$ cat config.mk
export PLATFORM = sky130hd
export DESIGN_NAME = tp_shell
export DESIGN_NICKNAME = d
export VERILOG_FILES = /design/src/rtl/tp_pkg.sv /design/src/rtl/tp_obs_cell.sv /design/src/rtl/tp_ctl_point.sv /design/src/rtl/tp_shell.sv
export SDC_FILE = /design/constraint.sdc
export NUM_CORES = 1
export LEC_CHECK = 0
export CAP_MARGIN = 20
export CORE_AREA = 2 2 39 41
export CTS_BUF_LIST = sky130_fd_sc_hd__clkbuf_8 sky130_fd_sc_hd__clkbuf_16
export CTS_CLUSTER_SIZE = 24
export DETAILED_ROUTE_END_ITERATION = 7
export DIE_AREA = 0 0 41 43
export PLACE_DENSITY = 0.49
export SKIP_LAST_GASP = 1
export SLEW_MARGIN = 20
export SYNTH_ARGS = -nofsm -noshare
export SYNTH_HDL_FRONTEND = slang
export SYNTH_HIERARCHICAL = 1
export SYNTH_SLANG_ARGS = --single-unit
$ cat constraint.sdc
create_clock -name clk -period 0.8 [get_ports clk]
set_input_delay 0.16 -clock clk [delete_from_list [all_inputs] [get_ports clk]]
set_output_delay 0.16 -clock clk [all_outputs]
set_load 0.02 [all_outputs]
$ cat src/rtl/tp_pkg.sv
package tp_pkg;

  // total number of flip-flops on the serial chain
  function automatic int chain_len(input int n_obs, input int n_ctl);
    return n_obs + n_ctl;
  endfunction

  // next value of an observation cell
  function automatic logic obs_next(input logic shift, input logic prev, input logic node);
    return shift ? prev : node;
  endfunction

  // value presented at a controlled destination
  function automatic logic ctl_pick(input logic force_en, input logic forced, input logic src);
    return force_en ? forced : src;
  endfunction

endpackage

$ cat src/rtl/tp_obs_cell.sv
module tp_obs_cell (
  input  logic clk,
  input  logic rst,
  input  logic shift,
  input  logic node,
  input  logic prev,
  output logic q
);
  import tp_pkg::*;

  always_ff @(posedge clk) begin
    if (rst) q <= 1'b0;
    else     q <= obs_next(shift, prev, node);
  end

  AST_OBS_CAPTURE: assert property (@(posedge clk) disable iff (rst)
    (!$past(rst) && !$past(shift)) |-> (q == $past(node)));
  AST_OBS_SHIFT: assert property (@(posedge clk) disable iff (rst)
    (!$past(rst) && $past(shift)) |-> (q == $past(prev)));
  AST_OBS_RESET: assert property (@(posedge clk)
    $past(rst) |-> (q == 1'b0));

endmodule

$ cat src/rtl/tp_ctl_point.sv
module tp_ctl_point (
  input  logic clk,
  input  logic rst,
  input  logic shift,
  input  logic force_en,
  input  logic prev,
  input  logic src,
  output logic q,
  output logic dst
);
  import tp_pkg::*;

  always_ff @(posedge clk) begin
    if (rst)        q <= 1'b0;
    else if (shift) q <= prev;
  end

  assign dst = ctl_pick(force_en, q, src);

  AST_CTL_HOLD: assert property (@(posedge clk) disable iff (rst)
    (!$past(rst) && !$past(shift)) |-> $stable(q));
  AST_CTL_SHIFT: assert property (@(posedge clk) disable iff (rst)
    (!$past(rst) && $past(shift)) |-> (q == $past(prev)));
  AST_CTL_FORCED: assert property (@(posedge clk) disable iff (rst)
    force_en |-> (dst == q));

endmodule

$ cat src/rtl/tp_shell.sv
module tp_shell #(
  parameter int NOBS = 4,
  parameter int NCTL = 3
) (
  input  logic            clk,
  input  logic            rst,
  input  logic            scan_en,
  input  logic            test_mode,
  input  logic            scan_in,
  output logic            scan_out,
  input  logic [NOBS-1:0] obs_node,
  input  logic [NCTL-1:0] ctl_src,
  output logic [NCTL-1:0] ctl_dst
);
  import tp_pkg::*;

  localparam int CHAIN = chain_len(NOBS, NCTL);

  // link[k] feeds chain flip-flop k; link[k+1] is its output
  logic [CHAIN:0] link;
  assign link[0] = scan_in;

  for (genvar j = 0; j < NCTL; j++) begin : g_ctl
    tp_ctl_point u_ctl (
      .clk      (clk),
      .rst      (rst),
      .shift    (scan_en),
      .force_en (test_mode),
      .prev     (link[j]),
      .src      (ctl_src[j]),
      .q        (link[j+1]),
      .dst      (ctl_dst[j])
    );
  end

  for (genvar i = 0; i < NOBS; i++) begin : g_obs
    tp_obs_cell u_obs (
      .clk   (clk),
      .rst   (rst),
      .shift (scan_en),
      .node  (obs_node[i]),
      .prev  (link[NCTL+i]),
      .q     (link[NCTL+i+1])
    );
  end

  assign scan_out = link[CHAIN];

  AST_TRANSPARENT: assert property (@(posedge clk) disable iff (rst)
    !test_mode |-> (ctl_dst == ctl_src));
  AST_RESET_OUT: assert property (@(posedge clk)
    $past(rst) |-> (scan_out == 1'b0));
  AST_LAST_NODE_OUT: assert property (@(posedge clk) disable iff (rst)
    (!$past(rst) && !$past(scan_en)) |-> (scan_out == $past(obs_node[NOBS-1])));

endmodule

==> impl_results.md <==
* Clk buf depth at 2
* Setup Viol. Count Final at 4
* Period minus WS final at 1.08 ns
* Worst Skew at 0.000769 ns
* Hold slack at 0.462 ns
* Standby leakage power at 0.263 nW
* DP Cell Count at 59
* Share of layout cells above drive strength 1 at 0.362
* I/O Buffers at 15
* TritonRoute pass-1 iters at 2
* Top-level I/O count at 16
* Mean Syn Cell Area at 11.7 um^2
* # diodes at 0
* Synth-to-Final Area Change at 92.9%
* Filler instances at 148
* H-tree depth at 1
* Multi-input gate area at 141 um^2
* Die area at 0.00176 mm^2
* Post-Syn Area at 282 um^2
* Register area share after synthesis at 0.498
* Starting density of the core at 0.203
* Most frequent cells after synthesis: dfxtp_1, mux2i_1, nor2_1
* Top_reg_cell synth: dfxtp_1
* Hold Path Class: reg2reg
* Starting DRT DRC Count at 2
* Global-route usage over all layers at 0.0875
* Clk sinks at 7
* Worst VDD drop at 1.11 mV
* PnR worst setup slack at -0.276 ns
* Synth top area share at 0.498
* Max-slew headroom at 0.840
* Synthesized flop and latch total at 7
* CTS tree: built
* Global-route wire length before repair at 1.03 mm
* # hold bufs at CTS at 0
* Synth async-reset ratio at 0
* FP Rows at 14
* Vias at 261
* Number of synthesized flops with an enable pin at 0
* Status: finished with violations
* Grt total ovfl at 0
* Clock transition at path regs at 0.04 ns
* Post-synth cell types at 4
* Ys Warns at 6
* Die width at 41 um
* CP Class: reg2out
* Most area-hungry cell type in the Yosys netlist: dfxtp_1
* Final hold vios at 0
* GPL Wtd Cong at 0.528
* CP required at 0.64 ns
* Final Cycle Share at 1.34
* Worst Path Max Fanout at 2
* Routed len/inst at 10.8 um
* Failing checks: negative setup slack
* Max cap viols at 0
* Synthesized instance count at 24
* Post-route ant nets at 0
* Max Slew Vio Count at 0
* Clk_lat worst skew at 0.22 ns
* Setup crit start kind: flip-flop
* Finished Layout Cells at 63
* Worst slew pin tran at 0.240 ns
* WP data arrival at 0.92 ns
* Synth top area cells: dfxtp_1, mux2i_1, mux2_4
* Final core utilization at 0.392
* PwrDens at 1880 mW/mm^2
* Antenna violations before repair at 0
* Setup repair after global routing missed its margin: true
* Core box area at 0.00138 mm^2
* Die span in y at 43 um
* DR vias/cell at 4.14
* Largest net degree at the start of global routing at 8
* Post-DP HPWL at 530 um
* Post-route DRC at 0
* Reg area at 144 um^2
* Worst Setup End Kind: output pin
* Fmax at 0.930 GHz
* CTS buffer count at 3
* Post-synth net total at 36
* Overall routed net length at 682 um
* Pre-CTS setup slack at -0.934 ns
* Layout Nets at 60
* Clk root buf: clkbuf_8
* Vias in the first global route at 278
## what timing repair did
item	4_1_cts	5_1_grt
setup endpoints to repair	11	4
pin swaps	0	0
setup buffers	0	0
gates resized for setup	32	1
## cell type report
type	count	share of cell area
clock buffer	3	0.0760
tap	16	0.0369
clock inverter	1	0.00691
sequential	7	0.265
multi-input combinational	17	0.260
timing repair buffer	19	0.355
## power breakdown
part           switching [mW]  total [mW]  internal [mW]
clock                   0.139       0.470          0.330
combinational          0.0631       0.176          0.112
sequential            0.00632       0.375          0.369
total                   0.209        1.02          0.812
## stage by stage
step	instance area [um^2]	setup TNS, ns	power [mW]
finish	543	-0.826	1.02
global route	543	-0.925	1.08
CTS	542	-0.845	1.04
detailed placement	494	-5.58	0.559
global placement	494	-5.53	0.556
floorplan	282	0	0.440
## metal layers
layer,vias up,part of all wire,global-route usage
li1,128,-,-
met1,117,0.33,0.0874
met2,16,0.51,0.141
met3,0,0.16,0.0471
met4,0,0,0.0400
met5,-,0,0
## registers in the layout, summed over array words and instances, names as in the netlist
| register | count |
|---|---|
| g_obs.u_obs/q | 4 |
| g_ctl.u_ctl/q | 3 |
## cell families after synthesis
group / Yosys count / share of synthesized area
flip-flops: 7 / 0.498
multiplexers: 10 / 0.409
AND/OR/NAND/NOR: 7 / 0.0934
## layout by cell type, fill, tap and decap left out
cell,count
dfxtp_1,4
mux2_4,3
dfxtp_2,3
clkdlybuf4s15_1,1
inv_1,1
clkbuf_8,3
dlygate4sd2_1,4
buf_4,3
clkdlybuf4s50_1,6
buf_12,1
nor2_1,7
buf_6,4
mux2i_1,7
## final timing paths
kind / startpoint / endpoint / slack (ns) / cells past startpoint
max: g_ctl[0].u_ctl/q$_SDFFE_PP0P_ / ctl_dst[0] / -0.28 / 2
min: g_obs[2].u_obs/q$_SDFF_PP0_ / g_obs[3].u_obs/q$_SDFF_PP0_ / 0.46 / 2
max reg2reg: g_ctl[2].u_ctl/q$_SDFFE_PP0P_ / g_obs[0].u_obs/q$_SDFF_PP0_ / 0.07 / 3
min reg2reg: g_obs[2].u_obs/q$_SDFF_PP0_ / g_obs[3].u_obs/q$_SDFF_PP0_ / 0.46 / 2
## worst max-delay path, stage by stage, from the launching register on
cell	delay [ns]
dfxtp_2	0.31
mux2_4	0.25
buf_6	0.13
Note: power is estimated with default switching activity, not from simulation.
